==> config.mk <==
export PLATFORM = sky130hd
export DESIGN_NAME = mc_seq_ctrl
export DESIGN_NICKNAME = d
export VERILOG_FILES = /design/src/rtl/mc_seq_pkg.sv /design/src/rtl/mc_seq_opclass.sv /design/src/rtl/mc_seq_fsm.sv /design/src/rtl/mc_seq_outdec.sv /design/src/rtl/mc_seq_ctrl.sv
export SDC_FILE = /design/constraint.sdc
export NUM_CORES = 1
export LEC_CHECK = 0
export BUFFER_PORTS_ARGS = -buffer_cell sky130_fd_sc_hd__buf_4
export CAP_MARGIN = 20
export CORE_AREA = 4 4 41 43
export DETAILED_ROUTE_END_ITERATION = 7
export DIE_AREA = 0 0 45 47
export GPL_TIMING_DRIVEN = 0
export PLACE_DENSITY = 0.83
export RECOVER_POWER = 25
export SLEW_MARGIN = 20
export SYNTH_ARGS = -nofsm -noshare
export SYNTH_HDL_FRONTEND = slang
export SYNTH_SLANG_ARGS = --single-unit
export TNS_END_PERCENT = 30
==> constraint.sdc <==
create_clock -name clk_i -period 2.07 [get_ports clk_i]
set_clock_uncertainty 0.15 [all_clocks]
set_input_delay 0.414 -clock clk_i [delete_from_list [all_inputs] [get_ports clk_i]]
set_output_delay 0.414 -clock clk_i [all_outputs]
set_load 0.01 [all_outputs]
==> src/rtl/mc_seq_pkg.sv <==
package mc_seq_pkg;

  typedef enum logic [3:0] {
    PH_FETCH,
    PH_DECODE,
    PH_LD_ADDR,
    PH_ST_ADDR,
    PH_LD_RD,
    PH_LD_WB,
    PH_ST_WR,
    PH_EXEC,
    PH_RCOMP,
    PH_BRANCH,
    PH_JUMP
  } phase_e;

  typedef enum logic [2:0] {
    OC_LB,
    OC_SB,
    OC_RTYPE,
    OC_BEQ,
    OC_JUMP,
    OC_NONE
  } opclass_e;

  localparam logic [1:0] ALU_B_REG   = 2'b00;
  localparam logic [1:0] ALU_B_STEP  = 2'b01;
  localparam logic [1:0] ALU_B_IMM   = 2'b10;
  localparam logic [1:0] ALU_B_BOFS  = 2'b11;

  localparam logic [1:0] ALU_OP_ADD   = 2'b00;
  localparam logic [1:0] ALU_OP_SUB   = 2'b01;
  localparam logic [1:0] ALU_OP_FUNCT = 2'b10;

  localparam logic [1:0] PC_SRC_ALU    = 2'b00;
  localparam logic [1:0] PC_SRC_ALUOUT = 2'b01;
  localparam logic [1:0] PC_SRC_JUMP   = 2'b10;

  typedef struct packed {
    logic       mem_rd;
    logic       mem_wr;
    logic       addr_sel;
    logic       alu_a_sel;
    logic [1:0] alu_b_sel;
    logic [1:0] alu_op;
    logic       pc_wr;
    logic       pc_wr_cond;
    logic [1:0] pc_src;
    logic       reg_wr;
    logic       reg_dst;
    logic       wb_sel;
  } ctrl_t;

endpackage

==> src/rtl/mc_seq_opclass.sv <==
module mc_seq_opclass
  import mc_seq_pkg::*;
#(
  parameter int unsigned     OPW      = 6,
  parameter logic [OPW-1:0]  OP_LB    = 6'h20,
  parameter logic [OPW-1:0]  OP_SB    = 6'h28,
  parameter logic [OPW-1:0]  OP_RTYPE = 6'h00,
  parameter logic [OPW-1:0]  OP_BEQ   = 6'h04,
  parameter logic [OPW-1:0]  OP_JUMP  = 6'h02
) (
  input  logic [OPW-1:0] opcode_i,
  output opclass_e       class_o
);

  always_comb begin
    if (opcode_i == OP_LB)         class_o = OC_LB;
    else if (opcode_i == OP_SB)    class_o = OC_SB;
    else if (opcode_i == OP_RTYPE) class_o = OC_RTYPE;
    else if (opcode_i == OP_BEQ)   class_o = OC_BEQ;
    else if (opcode_i == OP_JUMP)  class_o = OC_JUMP;
    else                           class_o = OC_NONE;
  end

endmodule

==> src/rtl/mc_seq_fsm.sv <==
module mc_seq_fsm
  import mc_seq_pkg::*;
#(
  parameter int unsigned FETCH_BEATS = 4,
  localparam int unsigned BW = (FETCH_BEATS > 1) ? $clog2(FETCH_BEATS) : 1
) (
  input  logic          clk_i,
  input  logic          rst_ni,
  input  opclass_e      class_i,
  output phase_e        phase_o,
  output logic [BW-1:0] beat_o
);

  localparam logic [BW-1:0] LAST_BEAT = BW'(FETCH_BEATS - 1);

  phase_e        phase_q, phase_d;
  logic [BW-1:0] beat_q, beat_d;

  always_comb begin
    phase_d = PH_FETCH;
    beat_d  = '0;
    unique case (phase_q)
      PH_FETCH: begin
        if (beat_q == LAST_BEAT) begin
          phase_d = PH_DECODE;
        end else begin
          phase_d = PH_FETCH;
          beat_d  = beat_q + BW'(1);
        end
      end
      PH_DECODE: begin
        unique case (class_i)
          OC_LB:    phase_d = PH_LD_ADDR;
          OC_SB:    phase_d = PH_ST_ADDR;
          OC_RTYPE: phase_d = PH_EXEC;
          OC_BEQ:   phase_d = PH_BRANCH;
          OC_JUMP:  phase_d = PH_JUMP;
          default:  phase_d = PH_FETCH;
        endcase
      end
      PH_LD_ADDR: phase_d = PH_LD_RD;
      PH_ST_ADDR: phase_d = PH_ST_WR;
      PH_LD_RD:   phase_d = PH_LD_WB;
      PH_EXEC:    phase_d = PH_RCOMP;
      // final states fall back to the first fetch beat
      default:    phase_d = PH_FETCH;
    endcase
  end

  always_ff @(posedge clk_i or negedge rst_ni) begin
    if (!rst_ni) begin
      phase_q <= PH_FETCH;
      beat_q  <= '0;
    end else begin
      phase_q <= phase_d;
      beat_q  <= beat_d;
    end
  end

  assign phase_o = phase_q;
  assign beat_o  = beat_q;

endmodule

==> src/rtl/mc_seq_outdec.sv <==
module mc_seq_outdec
  import mc_seq_pkg::*;
#(
  parameter int unsigned FETCH_BEATS = 4,
  localparam int unsigned BW = (FETCH_BEATS > 1) ? $clog2(FETCH_BEATS) : 1
) (
  input  phase_e                 phase_i,
  input  logic [BW-1:0]          beat_i,
  output ctrl_t                  ctrl_o,
  output logic [FETCH_BEATS-1:0] ir_en_o
);

  for (genvar g = 0; g < FETCH_BEATS; g++) begin : g_ir_en
    assign ir_en_o[g] = (phase_i == PH_FETCH) && (beat_i == BW'(g));
  end

  always_comb begin
    ctrl_o = '0;
    unique case (phase_i)
      PH_FETCH: begin
        ctrl_o.mem_rd    = 1'b1;
        ctrl_o.alu_b_sel = ALU_B_STEP;
        ctrl_o.alu_op    = ALU_OP_ADD;
        ctrl_o.pc_wr     = 1'b1;
        ctrl_o.pc_src    = PC_SRC_ALU;
      end
      PH_DECODE: begin
        // branch target precomputed while operands are read
        ctrl_o.alu_b_sel = ALU_B_BOFS;
        ctrl_o.alu_op    = ALU_OP_ADD;
      end
      PH_LD_ADDR, PH_ST_ADDR: begin
        ctrl_o.alu_a_sel = 1'b1;
        ctrl_o.alu_b_sel = ALU_B_IMM;
        ctrl_o.alu_op    = ALU_OP_ADD;
      end
      PH_LD_RD: begin
        ctrl_o.mem_rd   = 1'b1;
        ctrl_o.addr_sel = 1'b1;
      end
      PH_LD_WB: begin
        ctrl_o.reg_wr  = 1'b1;
        ctrl_o.reg_dst = 1'b0;
        ctrl_o.wb_sel  = 1'b1;
      end
      PH_ST_WR: begin
        ctrl_o.mem_wr   = 1'b1;
        ctrl_o.addr_sel = 1'b1;
      end
      PH_EXEC: begin
        ctrl_o.alu_a_sel = 1'b1;
        ctrl_o.alu_b_sel = ALU_B_REG;
        ctrl_o.alu_op    = ALU_OP_FUNCT;
      end
      PH_RCOMP: begin
        ctrl_o.reg_wr  = 1'b1;
        ctrl_o.reg_dst = 1'b1;
        ctrl_o.wb_sel  = 1'b0;
      end
      PH_BRANCH: begin
        ctrl_o.alu_a_sel  = 1'b1;
        ctrl_o.alu_b_sel  = ALU_B_REG;
        ctrl_o.alu_op     = ALU_OP_SUB;
        ctrl_o.pc_wr_cond = 1'b1;
        ctrl_o.pc_src     = PC_SRC_ALUOUT;
      end
      PH_JUMP: begin
        ctrl_o.pc_wr  = 1'b1;
        ctrl_o.pc_src = PC_SRC_JUMP;
      end
      default: ctrl_o = '0;
    endcase
  end

endmodule

==> src/rtl/mc_seq_ctrl.sv <==
module mc_seq_ctrl
  import mc_seq_pkg::*;
#(
  parameter int unsigned    FETCH_BEATS = 4,
  parameter int unsigned    OPW         = 6,
  parameter logic [OPW-1:0] OP_LB       = 6'h20,
  parameter logic [OPW-1:0] OP_SB       = 6'h28,
  parameter logic [OPW-1:0] OP_RTYPE    = 6'h00,
  parameter logic [OPW-1:0] OP_BEQ      = 6'h04,
  parameter logic [OPW-1:0] OP_JUMP     = 6'h02
) (
  input  logic                   clk_i,
  input  logic                   rst_ni,
  input  logic [OPW-1:0]         opcode_i,
  output logic                   mem_rd_o,
  output logic                   mem_wr_o,
  output logic                   addr_sel_o,
  output logic [FETCH_BEATS-1:0] ir_byte_en_o,
  output logic                   alu_a_sel_o,
  output logic [1:0]             alu_b_sel_o,
  output logic [1:0]             alu_op_o,
  output logic                   pc_wr_o,
  output logic                   pc_wr_cond_o,
  output logic [1:0]             pc_src_sel_o,
  output logic                   reg_wr_o,
  output logic                   reg_dst_sel_o,
  output logic                   wb_sel_o
);

  localparam int unsigned BW = (FETCH_BEATS > 1) ? $clog2(FETCH_BEATS) : 1;

  opclass_e      op_class;
  phase_e        phase;
  logic [BW-1:0] beat;
  ctrl_t         ctrl;

  mc_seq_opclass #(
    .OPW     (OPW),
    .OP_LB   (OP_LB),
    .OP_SB   (OP_SB),
    .OP_RTYPE(OP_RTYPE),
    .OP_BEQ  (OP_BEQ),
    .OP_JUMP (OP_JUMP)
  ) u_opclass (
    .opcode_i(opcode_i),
    .class_o (op_class)
  );

  mc_seq_fsm #(
    .FETCH_BEATS(FETCH_BEATS)
  ) u_fsm (
    .clk_i  (clk_i),
    .rst_ni (rst_ni),
    .class_i(op_class),
    .phase_o(phase),
    .beat_o (beat)
  );

  mc_seq_outdec #(
    .FETCH_BEATS(FETCH_BEATS)
  ) u_outdec (
    .phase_i(phase),
    .beat_i (beat),
    .ctrl_o (ctrl),
    .ir_en_o(ir_byte_en_o)
  );

  assign mem_rd_o      = ctrl.mem_rd;
  assign mem_wr_o      = ctrl.mem_wr;
  assign addr_sel_o    = ctrl.addr_sel;
  assign alu_a_sel_o   = ctrl.alu_a_sel;
  assign alu_b_sel_o   = ctrl.alu_b_sel;
  assign alu_op_o      = ctrl.alu_op;
  assign pc_wr_o       = ctrl.pc_wr;
  assign pc_wr_cond_o  = ctrl.pc_wr_cond;
  assign pc_src_sel_o  = ctrl.pc_src;
  assign reg_wr_o      = ctrl.reg_wr;
  assign reg_dst_sel_o = ctrl.reg_dst;
  assign wb_sel_o      = ctrl.wb_sel;

endmodule

# Word-level counts from Yosys, hierarchy flattened
# Index checks and enable logic that the tools add are counted.
# totals
reg_bits	6
input_bits	8
out_inout_bits	19
wordCells	56
# classes
add_sub_neg	1
n_eq_ne	21
n_mux	19
n_reduce_logical	13
# op_table
operator	n
one-hot mux 4 bit (5 select lines)	2
one-hot mux 4 bit (6 select lines)	1
== test 4 x 3 -> 1 bit, second input constant	4
== test 4 bit, second input constant	3
== test 6 bit, second input constant	2
two-way mux 3 bit	4
== test 4 x 2 -> 1 bit, second input constant	2
two-way mux 1 bit	8
OR reduction 2 bit	4
== test 3 x 2 -> 1 bit, second input constant	2
== test 6 x 2 -> 1 bit, second input constant	1
== test 6 x 3 -> 1 bit, second input constant	1
logical NOT 6 bit	1
one-hot mux 3 bit (2 select lines)	1
== test 2 bit, second input constant	2
== test 4 x 1 -> 1 bit, second input constant	1
logical AND 1 bit	4
logical NOT 4 bit	1
two-way mux 2 bit	2
one-hot mux 2 bit (2 select lines)	1
OR reduction 4 bit	1
== test 3 x 1 -> 1 bit, second input constant	1
== test 3 bit, second input constant	1
logical NOT 3 bit	1
3 further kinds	3

# Depth between registers and ports, before layout
# Gate-level depths: netlist of run 1.
# depth
word_depth	9
mapped_depth	4
depth_no_buf	3

# By module
# Synthesis of run 1 repeated with hierarchy kept, for this count alone.
# hier_totals
hier_cells	72
hier_area_um2	559.3
# by_module_without_submodules
module	instances	cells_per_inst	area_each_um2	seq_area_each_um2
mc_seq_fsm	1	29	297.8	150.1
mc_seq_outdec	1	36	216.5	0.0
mc_seq_opclass	1	7	45.0	0.0

# Worst setup path after synthesis of run 1
# Ideal clock, no wire load.
# synth_timing
path_type	register to output
startpoint	register u_fsm.phase_q[2] (netlist: u_fsm.phase_o[2])
endpoint	output port reg_wr_o
t_arrival_ps	1061
t_required_ps	1506
path_slack_ps	445
path_stages_with_launch	4
n_path_buf	1
path_cell_list	dfrtp_1 buf_4 or3_1 a21oi_1
# synth_via
elab_chain_cells	2
word_cells_on_any_way	3
cone_classes	eq/ne: 2; mux: 1
# synth_rtl
item	line	source
from (decl)	mc_seq_fsm.sv:16	phase_e phase_q, phase_d;
from (signal assigned)	mc_seq_fsm.sv:55	phase_q <= phase_d;
== test 4 bit or == test 4 x 3 -> 1 bit (tied branches)	mc_seq_outdec.sv:19	unique case (phase_i)
one-hot mux 3 bit (2 select lines) (*)	mc_seq_outdec.sv:19	
to (decl)	mc_seq_ctrl.sv:25	output logic reg_wr_o,
# Every way passes the cells marked *; elsewhere a longest branch is shown, timed or not.

# Final worst setup path of run 1
# Same ends and word-level chain as after synthesis.

==> flow_metrics.tcl, run 1 <==
set metrics [dict create \
    final_cell_mix "buf_4, nor2_1, nor3_1, dfrtp_1" \
    max_cap_violations 0 \
    synth-edff-count 0 \
    antenna_found_initial 0 \
    stdcell_count 114 \
    rsz0062_at_grt "no" \
    synth_seq_cells 6 \
    initial_utilization 0.4260 \
    cts_sinks 6 \
    grt_pass1_vias 526 \
    hpwl_mm 1.094 \
    min_period_ps 1966 \
    die_y_um 47 \
    leakagePower_nw 0.3861 \
    cts-resized-gates 0 \
    synthTopCellsByArea "dfrtp_1, ha_1, nor2_1" \
    slew_violations 0 \
    p_int_mw 0.4437 \
    yosysSeqAreaShare 0.2709 \
    rows 13 \
    postCtsSetupBuffers 0 \
    holdCritPathClass "input port to register" \
    wl_per_cell_um 12.10 \
    yosys_warnings 0 \
    hold_ws_ps 243.1 \
    avgSynthCellArea_sq_um 8.033 \
    seqPwrFrac 0.242 \
    power_frac_clock 0.145 \
    htreeDepth 1 \
    synth-async-reset-ratio 1.000 \
    layout_worst_path_cycle_share 0.9499 \
    die_w_um 45 \
    vias 573 \
    p_per_area_mw_per_mm2 935.7 \
    ys_types 26 \
    synth_nets 81 \
    totalWireLength_mm 1.379 \
    grt_first_pass_wirelength_mm 2.277 \
    syn_area_sq_um 554.3 \
    fp.coreArea_sq_mm 0.001301 \
    worst-path-max-fanout 10 \
    max_slew_margin 0.7840 \
    irDropWorstVdd_v 0.0005617 \
    setup_tns_ps 0 \
    cp-end-kind "output port" \
    postRouteAntennaNets 0 \
    drc 0 \
    synthCells 69 \
    postSynth.topFlopCell "dfrtp_1" \
    layout_commonest_cell "buf_4" \
    grt_max_degree 11 \
    diodes 0 \
    worst_slew_pin_slew_ps 324.0 \
    overflow 0 \
    clock-root-buffer "clkbuf_4" \
    nets 113 \
    drt_iter0_markers 8 \
    hold_viol_final 0 \
    routabilityCongestion 0.7889 \
    die_area_sq_mm 0.002115 \
    start_kind "register" \
    netlist.top_cell.by_area "dfrtp_1" \
    power.total_mw 0.7458 \
    setup_viol 0 \
    synth_top_area_frac 0.2709 \
    io_pins 27 \
    drive_gt1_frac 0.3737 \
    clk_pin_slew_ps 50 \
    viasPerCell 5.026 \
    place_inst 110 \
    critPathKind "register to output port" \
    max_freq_ghz 0.5086 \
    switching_share 0.4051 \
    port_buffers 26 \
    pwr-share-comb 0.613 \
    track_usage 0.1440 \
    status "finished clean" \
    crit_required_ps 1510 \
    cts_buffers 3 \
    cp.arrival_ps 1400 \
    cts_buffer_depth 2 \
    clk_latency_ps 240 \
    drt_first_pass_iters 4 \
    p_sw_mw 0.3021 \
    area_delta_synth_final_pct 43.79 \
    cts_tree "yes" \
]
cells by family (layout without fill, tap and decap cells):
logic type,after synthesis,count (layout),share of synthesized area
and+or+nand+nor,39,39,0.3905
AOI/OAI and AO/OA,9,9,0.1038
buffers and inverters,8,38,0.09028
DFF,6,6,0.2709
adders and majority gates,4,4,0.09030
muxes,2,2,0.03837
xor gates and xnor gates,1,1,0.01580
through the flow:
| step | utilization | cell area, sq um | setup WS [ps] |
|---|---|---|---|
| after floorplan | - | 554.3 | 444.9 |
| after global placement | 0.5904 | 768.2 | 362.0 |
| after detailed placement | 0.5904 | 768.2 | 341.0 |
| after CTS | 0.6154 | 800.8 | 80.32 |
| after global routing | 0.6125 | 797.0 | 38.63 |
| final | 0.6125 | 797.0 | 103.7 |
worst max-delay path: stages, from the launching register on:
cell,delay (ps)
dfrtp_1,390
buf_4,180
or3_1,310
a21oi_1,150
buf_4,130
power by group through the flow:
| stage | sequential (mW) | combinational (mW) | clock [mW] |
|---|---|---|---|
| 6_report | 0.180 | 0.457 | 0.108 |
| 5_1_grt | 0.186 | 0.514 | 0.119 |
| 4_1_cts | 0.180 | 0.465 | 0.110 |
| 3_5_place_dp | 0.182 | 0.461 | 0 |
| 3_3_place_gp | 0.179 | 0.455 | 0 |
| 2_1_floorplan | 0.175 | 0.283 | 0 |
flip-flops by register name (all words and copies together) (netlist names):
| signal | flops |
|---|---|
| u_fsm.beat_o | 2 |
| u_fsm.phase_o | 4 |
synth_stat cells, types with 2 or more instances:
cell type / number
buf_4: 3
inv_1: 2
nand2b_1: 4
o21ai_1: 2
nor3_1: 6
a21oi_1: 4
nor2_1: 12
ha_1: 4
nand2_1: 5
dfrtp_1: 6
and2_1: 5
nand3_1: 2
area by class of cell:
class,count,area [sq um]
fillers,129,504.2
multi-input cells,55,354.1
repair buffers,27,201.4
flip-flops and latches,6,150.1
plain buffers,5,38.79
clock buffers,3,22.52
well taps,15,18.77
inverters,3,11.26
layer usage:
layer,wire length (um),global-route usage,part of all wire
met4,16,0.07018,0.012
met2,715,0.2542,0.52
met5,0,0,0
met3,84,0.02682,0.061
met1,563,0.1671,0.41
path summary, 6_finish.rpt:
kind | from | slack (ps) | cells after the start | endpoint
setup reg to reg | u_fsm.phase_o[1] | 670 | 3 | u_fsm.phase_o[2]
setup / recovery | u_fsm.phase_o[2] | 100 | 4 | reg_wr_o
max in group asynchronous | rst_ni | 1090 | 2 | u_fsm.phase_o[0]
min in group asynchronous | rst_ni | 440 | 2 | u_fsm.phase_o[1]
hold / removal | opcode_i[1] | 240 | 2 | u_fsm.phase_o[0]
hold reg to reg | u_fsm.beat_o[0] | 350 | 1 | u_fsm.beat_o[0]
timing repair:
action                                 4_1_cts  5_1_grt
hold buffers                                 1        0
endpoints found under the hold margin        6        0
setup endpoints to repair                    0        2
(Power assumes the default switching activity.)
==> run 2, diff against run 1 <==
Settings changed: CTS_BUF_LIST from default to sky130_fd_sc_hd__clkbuf_16.
==> run 2 against run 1 <==
Worst setup slack lost 0.95 ps. Die area unchanged. Total power rose by 30%. Hold slack gained 15 ps. Wire length increased by 12%. Cell count unchanged. Maximum frequency is essentially flat. Sequential power about the same. Cell area is 6.6% higher. Count of clock-buffer cells in the layout unchanged. Clock power grew to 2.9 times the previous value.
==> flow_metrics.tcl, run 2 (synthesized netlist as in run 1, its figures left out) <==
set metrics [dict create \
    start_kind "register" \
    largest_reg_flops 4 \
    clk_latency_ps 230 \
    cts_buffers 3 \
    diodes 0 \
    crit_required_ps 1510 \
    cts_buffer_depth 2 \
    fp.coreArea_sq_mm 0.001301 \
    routabilityCongestion 0.7889 \
    clk_pin_slew_ps 30 \
    setup_viol 0 \
    io_pins 27 \
    holdCritPathClass "input port to register" \
    viasPerCell 5.289 \
    htreeDepth 1 \
    multi_input_comb_area_sq_um 354.1 \
    hold_viol_final 0 \
    whs_path_depth 2 \
    die_w_um 45 \
    max_slew_margin 0.7780 \
    timing.rr.end "u_fsm.phase_o[2]" \
    r2r_setup_slack_ps 680 \
    postCtsSetupBuffers 0 \
    power.total_mw 0.9716 \
    max_freq_ghz 0.5083 \
    clock-root-buffer "clkbuf_16" \
    port_buffers 26 \
    drt_iter0_markers 9 \
    min_period_ps 1967 \
    status "finished clean" \
    min_from "opcode_i[1]" \
    slew_violations 0 \
    setup_tns_ps 0 \
    critPathKind "register to output port" \
    grt_first_pass_wirelength_mm 2.428 \
    worst_slew_pin_slew_ps 333.1 \
    cp.arrival_ps 1400 \
    hold_end "u_fsm.phase_o[0]" \
    rsz0062_at_grt "no" \
    postRouteAntennaNets 0 \
    layout_worst_path_cycle_share 0.9504 \
    final_area_sq_um 849.6 \
    fillers 117 \
    drc 0 \
    setup_slack_ps 102.8 \
    r2r-start "u_fsm.phase_o[1]" \
    wl_per_cell_um 13.54 \
    stdcell_count 114 \
    p_per_area_mw_per_mm2 1144 \
    grt_max_degree 11 \
    place_inst 110 \
    die_area_sq_mm 0.002115 \
    nets 113 \
    initial_utilization 0.4260 \
    hpwl_mm 1.094 \
    layout_commonest_cell "buf_4" \
    r2r_cells 3 \
    die_y_um 47 \
    area_delta_synth_final_pct 53.27 \
    irDropWorstVdd_v 0.0006289 \
    max_cap_violations 0 \
    rows 13 \
    final_cell_mix "buf_4, nor2_1, nor3_1, dfrtp_1" \
    vias 603 \
    overflow 0 \
    cp-end-kind "output port" \
    drive_gt1_frac 0.3737 \
    seq_area_sq_um 150.1 \
    worst-path-max-fanout 10 \
    cts_tree "yes" \
    place_ws_ps 341.0 \
    grt_pass1_vias 537 \
    leakagePower_nw 0.4092 \
    totalWireLength_mm 1.544 \
    dpl_cell_area_sq_um 768.2 \
    drt_first_pass_iters 5 \
    antenna_found_initial 0 \
    cts_sinks 6 \
    track_usage 0.1615 \
]
## run 2: cell type report
class                      instances  share of cell area
buffer                             5             0.04566
clock buffer                       3             0.08837
inverter                           3             0.01325
multi-input combinational         55              0.4168
sequential                         6              0.1767
tap                               15             0.02209
timing repair buffer              27              0.2371
## run 2: what timing repair did
item | CTS | global route
hold buffers | 1 | 0
gates resized for setup | 0 | 0
endpoints found under the hold margin | 6 | 0
## run 2: stage by stage
stage	utilization	hold WS [ps]
floorplan	-	-31.59
global placement	0.5904	70.30
detailed placement	0.5904	75.70
CTS	0.6558	259.1
global route	0.6529	267.6
finish	0.6529	257.9
## run 2: metal layers
layer,vias to the layer above,share of wire,track usage
met1,280,0.38,0.1671
met2,25,0.51,0.2910
met4,0,0.038,0.1228
met5,-,0,0
met3,6,0.063,0.02682
li1,292,-,-
## run 2: report_power, final
part	switching [mW]	internal (mW)	total [mW]	leakage, nW
Clock	0.0689	0.248	0.317	0.0370
Sequential	0.0294	0.152	0.181	0.0794
Combinational	0.242	0.231	0.473	0.293
Total	0.341	0.631	0.972	0.409
## run 2: worst max-delay path by stage
stage	cells after the start	to	from	slack, ps
after global placement	4	ir_byte_en_o[3]	u_fsm.phase_o[0]	360
after CTS	4	reg_wr_o	u_fsm.phase_o[2]	100
after floorplan	3	reg_wr_o	u_fsm.phase_o[2]	440
after detailed placement	4	ir_byte_en_o[3]	u_fsm.phase_o[0]	340
after global routing	4	ir_byte_en_o[1]	u_fsm.phase_o[0]	20
final	4	reg_wr_o	u_fsm.phase_o[2]	100
## run 2: worst max-delay path, cell delays in order, from the launching register on
cell and delay, ps:
dfrtp_1 390, buf_4 190, or3_1 310, a21oi_1 150, buf_4 130
